<file path="config.mk">
export PLATFORM = sky130hd
export DESIGN_NAME = dbg_scan_chain
export DESIGN_NICKNAME = d
export VERILOG_FILES = /design/src/rtl/dbg_chain_pkg.sv /design/src/rtl/dbg_scan_shift.sv /design/src/rtl/dbg_reg_file.sv /design/src/rtl/dbg_mailbox.sv /design/src/rtl/dbg_scan_chain.sv
export SDC_FILE = /design/constraint.sdc
export NUM_CORES = 1
export LEC_CHECK = 0
export BUFFER_PORTS_ARGS = -buffer_cell sky130_fd_sc_hd__buf_2
export CAP_MARGIN = 0
export CORE_MARGIN = 2
export CORE_UTILIZATION = 35
export CTS_CLUSTER_DIAMETER = 40
export DETAILED_ROUTE_END_ITERATION = 8
export GPL_TIMING_DRIVEN = 0
export PLACE_DENSITY_LB_ADDON = 0.05
export SLEW_MARGIN = 20
export SYNTH_ARGS = -nofsm -noshare
export SYNTH_HDL_FRONTEND = slang
export SYNTH_SLANG_ARGS = --single-unit
</file>
<file path="constraint.sdc">
create_clock -name clk -period 4.7 [get_ports clk]
set_input_delay 0.94 -clock clk [delete_from_list [all_inputs] [get_ports clk]]
set_output_delay 0.94 -clock clk [all_outputs]
set_load 0.01 [all_outputs]
</file>
<file path="src/rtl/dbg_chain_pkg.sv">
// Shared widths, addresses and scan-word layout for the debug scan chain.
// Assumes a single clock domain (TCK) for both host and core sides.
package dbg_chain_pkg;
    localparam int DATA_W   = 32;
    localparam int ADDR_W   = 5;
    localparam int SCAN_W   = DATA_W + ADDR_W + 1;
    localparam int CTRL_W   = 6;
    localparam int STAT_W   = 5;
    localparam int VEC_W    = 8;
    localparam int VER_W    = 4;
    localparam int MON_BIT  = 4;
    localparam int RFLAG_BIT = 0;
    localparam int WFLAG_BIT = 1;

    localparam logic [ADDR_W-1:0] A_CTRL  = 5'd0;
    localparam logic [ADDR_W-1:0] A_STAT  = 5'd1;
    localparam logic [ADDR_W-1:0] A_VEC   = 5'd2;
    localparam logic [ADDR_W-1:0] A_MBSTS = 5'd4;
    localparam logic [ADDR_W-1:0] A_MBDAT = 5'd5;

    typedef struct packed {
        logic              wr;
        logic [ADDR_W-1:0] addr;
        logic [DATA_W-1:0] data;
    } scan_word_t;
endpackage

</file>
<file path="src/rtl/dbg_scan_shift.sv">
// Serial scan register: parallel load on capture, LSB-first shift, TDO
// retimed on the falling edge. Assumes the strobes are mutually exclusive.
module dbg_scan_shift #(
    parameter int W = 38
) (
    input  logic         clk,
    input  logic         rst_n,
    input  logic         capture,
    input  logic         shift,
    input  logic         tdi,
    input  logic [W-1:0] cap_word,
    output logic [W-1:0] sr_q,
    output logic         tdo
);
    // Load on capture, otherwise shift toward bit 0 while shifting.
    always_ff @(posedge clk) begin
        if (!rst_n)       sr_q <= '0;
        else if (capture) sr_q <= cap_word;
        else if (shift)   sr_q <= {tdi, sr_q[W-1:1]};
    end

    // Present bit 0 half a cycle later so the host samples a settled value.
    always_ff @(negedge clk) begin
        if (!rst_n) tdo <= 1'b0;
        else        tdo <= sr_q[0];
    end
endmodule

</file>
<file path="src/rtl/dbg_reg_file.sv">
// Host-writable debug control and optional vector catch registers.
// Assumes wr_en is a single-cycle write pulse from the update strobe.
module dbg_reg_file
    import dbg_chain_pkg::*;
#(
    parameter bit HAS_VEC = 1'b1
) (
    input  logic              clk,
    input  logic              rst_n,
    input  logic              wr_en,
    input  logic [ADDR_W-1:0] wr_addr,
    input  logic [VEC_W-1:0]  wr_data,
    output logic [CTRL_W-1:0] ctrl_q,
    output logic [VEC_W-1:0]  vec_q
);
    // Debug control: low bits of the write data, rest dropped.
    always_ff @(posedge clk) begin
        if (!rst_n)                           ctrl_q <= '0;
        else if (wr_en && wr_addr == A_CTRL)  ctrl_q <= wr_data[CTRL_W-1:0];
    end

    generate
        if (HAS_VEC) begin : g_vec
            // Vector catch register, present only when configured.
            always_ff @(posedge clk) begin
                if (!rst_n)                          vec_q <= '0;
                else if (wr_en && wr_addr == A_VEC)  vec_q <= wr_data;
            end
        end else begin : g_no_vec
            assign vec_q = '0;
        end
    endgenerate
endmodule

</file>
<file path="src/rtl/dbg_mailbox.sv">
// Two one-word slots between host and core, each guarded by a full flag.
// Assumes host_wr and host_rd come from the update and capture strobes.
module dbg_mailbox
    import dbg_chain_pkg::*;
(
    input  logic              clk,
    input  logic              rst_n,
    input  logic              host_wr,
    input  logic [DATA_W-1:0] host_wdata,
    input  logic              host_rd,
    output logic [DATA_W-1:0] host_word,
    input  logic              core_tx_valid,
    input  logic [DATA_W-1:0] core_tx_data,
    output logic              core_tx_ready,
    input  logic              core_rx_ack,
    output logic              core_rx_valid,
    output logic [DATA_W-1:0] core_rx_data,
    output logic              r_flag,
    output logic              w_flag
);
    // Host-to-core slot: fill when empty, empty on core acknowledge.
    always_ff @(posedge clk) begin
        if (!rst_n) begin
            r_flag       <= 1'b0;
            core_rx_data <= '0;
        end else if (!r_flag && host_wr) begin
            r_flag       <= 1'b1;
            core_rx_data <= host_wdata;
        end else if (r_flag && core_rx_ack) begin
            r_flag       <= 1'b0;
        end
    end

    // Core-to-host slot: fill from core when empty, drain on host capture.
    always_ff @(posedge clk) begin
        if (!rst_n) begin
            w_flag    <= 1'b0;
            host_word <= '0;
        end else if (!w_flag && core_tx_valid) begin
            w_flag    <= 1'b1;
            host_word <= core_tx_data;
        end else if (w_flag && host_rd) begin
            w_flag    <= 1'b0;
        end
    end

    assign core_tx_ready = !w_flag;
    assign core_rx_valid = r_flag;
endmodule

</file>
<file path="src/rtl/dbg_scan_chain.sv">
// Top of the debug scan data register: decodes scan words, keeps the read
// address, muxes register contents into the capture word.
// Assumes strobes come from an external TAP, one at a time.
module dbg_scan_chain
    import dbg_chain_pkg::*;
#(
    parameter logic [VER_W-1:0] VERSION = 4'd6,
    parameter bit               HAS_VEC = 1'b1
) (
    input  logic              clk,
    input  logic              rst_n,
    input  logic              capture_dr,
    input  logic              shift_dr,
    input  logic              update_dr,
    input  logic              tdi,
    output logic              tdo,
    input  logic [STAT_W-1:0] dbg_status,
    output logic [CTRL_W-1:0] dbg_ctrl,
    output logic              monitor_en,
    output logic [VEC_W-1:0]  vec_catch,
    input  logic              core_tx_valid,
    input  logic [DATA_W-1:0] core_tx_data,
    output logic              core_tx_ready,
    output logic              core_rx_valid,
    output logic [DATA_W-1:0] core_rx_data,
    input  logic              core_rx_ack
);
    logic [SCAN_W-1:0] scan_q;
    logic [SCAN_W-1:0] cap_word;
    scan_word_t        sw;
    logic [ADDR_W-1:0] rd_addr;
    logic [DATA_W-1:0] rd_data;
    logic [DATA_W-1:0] host_word;
    logic              r_flag, w_flag;
    logic              wr_upd, rd_upd, mb_wr, mb_rd;

    assign sw     = scan_word_t'(scan_q);
    assign wr_upd = update_dr && sw.wr;
    assign rd_upd = update_dr && !sw.wr;
    assign mb_wr  = wr_upd && sw.addr == A_MBDAT;
    assign mb_rd  = capture_dr && rd_addr == A_MBDAT;

    dbg_scan_shift #(.W(SCAN_W)) u_shift (
        .clk(clk), .rst_n(rst_n), .capture(capture_dr), .shift(shift_dr),
        .tdi(tdi), .cap_word(cap_word), .sr_q(scan_q), .tdo(tdo)
    );

    dbg_reg_file #(.HAS_VEC(HAS_VEC)) u_regs (
        .clk(clk), .rst_n(rst_n), .wr_en(wr_upd), .wr_addr(sw.addr),
        .wr_data(sw.data[VEC_W-1:0]), .ctrl_q(dbg_ctrl), .vec_q(vec_catch)
    );

    dbg_mailbox u_mbox (
        .clk(clk), .rst_n(rst_n), .host_wr(mb_wr), .host_wdata(sw.data),
        .host_rd(mb_rd), .host_word(host_word),
        .core_tx_valid(core_tx_valid), .core_tx_data(core_tx_data),
        .core_tx_ready(core_tx_ready), .core_rx_ack(core_rx_ack),
        .core_rx_valid(core_rx_valid), .core_rx_data(core_rx_data),
        .r_flag(r_flag), .w_flag(w_flag)
    );

    // Read address follows read scans only; write scans keep it.
    always_ff @(posedge clk) begin
        if (!rst_n)      rd_addr <= '0;
        else if (rd_upd) rd_addr <= sw.addr;
    end

    // Select the contents of the latched read address.
    always_comb begin
        rd_data = '0;
        unique case (rd_addr)
            A_CTRL:  rd_data[CTRL_W-1:0] = dbg_ctrl;
            A_STAT:  rd_data[STAT_W-1:0] = dbg_status;
            A_VEC:   rd_data[VEC_W-1:0]  = vec_catch;
            A_MBSTS: begin
                rd_data[DATA_W-1 -: VER_W] = VERSION;
                rd_data[RFLAG_BIT]         = r_flag;
                rd_data[WFLAG_BIT]         = w_flag;
            end
            A_MBDAT: rd_data = host_word;
            default: rd_data = '0;
        endcase
    end

    assign cap_word   = {{(SCAN_W-DATA_W){1'b0}}, rd_data};
    assign monitor_en = dbg_ctrl[MON_BIT];
endmodule

</file>
==> results.md <==
| Item | Value |
|---|---|
| Result of the run | finished clean |
| Most instantiated cells after synthesis | nand2_1, dfxtp_1, mux2i_1 |
| Leading area contributor after synthesis | dfxtp_1 |
| Global-route met3 utilization | 4.18% |
| Estimated wirelength of the detail-placed design | 10,100 µm |
| Clk Latency, worst-skew pair | 0.43 ns |
| Layout net count | 744 |
| CP Capture Type | primary output |
| Final routed DRC violation total | 0 |
| Pre-antenna DRT Iters | 4 |
| Setup_tns | 0 ns |
| Area of the die | 16,100 µm² |
| Clock share of power | 49.2% |
| Most common cell in the netlist | nand2_1 |
| Most used DFF post-synth | dfxtp_1 |
| # H-tree levels | 4 |
| Number of synthesized flops with an enable pin | 0 |
| Chip Height | 127 µm |
| Critical Path, Cell by Cell | buf_2 |
| Wirelength, routed | 14,000 µm |
| Overall die width | 127 µm |
| Leak pwr | 2.60 nW |
| Floorplan Core Area | 14,600 µm² |
| Netlist area before placement | 5290 µm² |
| Final Hold Fails | 0 |
| Cell Int Power | 1.88 mW |
| Sinks on the clock net | 124 |
| Startpoint types | register |
| Synth area leaders | dfxtp_1, nand2_1, mux2i_1 |
| Average wire length per cell after detail routing | 15.7 µm |
| Setup skew after layout | 0.0220 ns |
| Relative contribution of combinational cells to total power | 5.4% |
| Slowest cell on the critical path | dfxtp_1 |
| Clock tree buffer depth | 2 |
| Critical path class | register to primary output |
| Share of power burned in registers | 45.3% |
| Post-Route Hold Slack | 0.445 ns |
| Overflow left after global routing | 0 |
| Switching Power | 0.523 mW |
| Final slew viol count | 0 |
| Mapped Avg Cell Area | 8.98 µm² |
| Worst EP required | 3.76 ns |
| Clock-pin slew on the worst setup and hold paths | 0.05 ns |
| Post CTS Setup Buffer Count | 0 |
| Final non-filler cell area | 6490 µm² |
| Mean number of vias per cell | 4.87 |
| Post-synthesis register bit count | 124 |
| Syn nets | 634 |
| Signal arrival time at the worst endpoint | 3.21 ns |
| Largest fanout of any net on the critical path | 1 |
| Number of violations reported at the end of detailed-routing iteration 0 | 191 |
| Antenna violations before repair | 0 |
| Switching share of total power | 21.8% |
| Slew @ Worst Pin | 0.721 ns |
| Number of instances in the synthesized netlist | 589 |
| Growth of design area from synthesis to finish | 22.8% |
| IO buf count | 91 |
| I/O pin count | 95 |
| FFs w/ async S/R, synth | 0% |
| Synth unique cells | 39 |
| Post-CTS sizing | 0 |
| Starting utilization of the core area | 36.1% |
| Setup repair after global routing missed its margin | false |
| Crit path max-delay family | flip-flops |
| Via count of the first global-routing pass | 4,259 |
| Met2 track demand over resource | 27.4% |
| Clock tree from TritonCTS | built |
| Cell at the root of the clock tree | clkbuf_16 |
| Area after detailed placement | 5970 µm² |
| Global-route wire length before repair | 22,400 µm |
| Number of rows created at floorplan | 44 |
| Final estimated routing congestion in global placement | 0.773 |
| CTS Buf Count | 17 |
| Antenna cell count | 0 |
| FILL cells | 1,527 |
| Max cap viols | 0 |
| Combined global-route utilization of all metal layers | 17.9% |
| Vias after detailed routing | 4,353 |
| Busiest grt layer | met2 |
| Layout cells sized above 1 | 19.0% |
| Met1 Use GR | 24.8% |
| Classification of the worst-slack hold path | register to register |
| Hold bufs inserted after CTS | 0 |
| Post-synthesis sequential area ratio | 47.0% |
| Yosys warns | 0 |
| Worst stage delay on the critical path | 0.31 ns |
| Top cell type's share of synthesized area | 47.0% |
| Total buffers and inverters traversed by the critical path | 1 |
| Pin count of the biggest net entering global routing | 17 |
| Maximum vdd ir drop | 0.254 mV |
| Power per Cell Area | 369 nW/µm² |
| Relative max-transition margin | 51.5% |
| Post-route ant nets | 0 |
| Number of setup violations in the final report | 0 |
[layout by cell type, fill, tap and decap left out, types with 2 or more instances in the layout]
cell,instances
inv_1,2
a21boi_1,30
clkbuf_16,17
a22oi_1,5
nand3b_1,2
mux2_2,6
o22ai_1,23
buf_1,4
a21boi_0,36
mux2i_1,56
dfxtp_1,124
a21oi_1,7
nand2b_1,4
and2_1,25
nor2b_1,22
nor2_1,9
buf_2,99
nand2_1,156
o2bb2ai_1,5
clkbuf_1,40
nand3_1,4
buf_6,3
o21ai_0,9
or4_1,2
clkbuf_8,2
[power groups by stage]
stage               registers [mW]  logic, mW  clock network, mW
floorplan                     1.10     0.0822            0.00266
global placement              1.11      0.131            0.00266
detailed placement            1.11      0.132            0.00266
CTS                           1.09      0.133               1.21
global route                  1.09      0.146               1.26
finish                        1.09      0.131               1.18
[state kept, by name, indices dropped and copies added, names as in the netlist]
signal	flops
u_regs.vec_q	8
u_mbox.core_rx_valid	1
u_mbox.host_word	32
u_shift.tdo	1
rd_addr	5
u_regs.ctrl_q	6
u_shift.sr_q	38
u_mbox.core_rx_data	32
u_mbox.w_flag	1
[cell families (layout without fill, tap and decap cells)]
| logic type | after synthesis | after routing | share of synthesized area, % |
|---|---|---|---|
| simple gates | 235 | 235 | 21.2 |
| flops | 124 | 124 | 47.0 |
| compound gates | 119 | 119 | 15.8 |
| mux | 62 | 62 | 11.9 |
| buf+inv | 49 | 170 | 4.17 |
[stage by stage]
step                total power, mW  cells  setup WS (ns)  utilization, %
finish                         2.40    894          0.547            44.3
CTS                            2.43    894          0.538            44.3
global placement               1.24    864          0.291            40.8
floorplan                      1.19    589          0.763               -
detailed placement             1.24    864          0.275            40.8
global route                   2.50    894          0.501            44.3
[path summary, 6_finish.rpt]
kind / from / endpoint / slack, ns / cells after the start
setup / recovery: u_shift.tdo$_SDFF_NN0_ / tdo / 0.55 / 1
hold / removal: u_mbox.core_rx_data[19]$_SDFFE_PN0P_ / u_mbox.core_rx_data[19]$_SDFFE_PN0P_ / 0.44 / 2
setup reg to reg: u_shift.sr_q[0]$_SDFFE_PN0P_ / u_shift.tdo$_SDFF_NN0_ / 1.70 / 1
hold reg to reg: u_mbox.core_rx_data[19]$_SDFFE_PN0P_ / u_mbox.core_rx_data[19]$_SDFFE_PN0P_ / 0.44 / 2
[area by class of cell]
class	count	area, µm²	share of cell area, %
clock inverter	3	38.8	0.597
inverter	1	3.75	0.0578
clock buffer	28	487	7.50
multi-input combinational	416	2580	39.8
sequential	124	2480	38.2
timing repair buffer	91	455	7.01
tap	184	230	3.55
buffer	47	213	3.28
[per-layer routing]
layer	up-vias	routed length (µm)
li1	2217	-
met1	2012	6980
met2	106	6150
met3	18	668
met4	0	223
met5	-	0
Power figures use the tool's default switching activity.
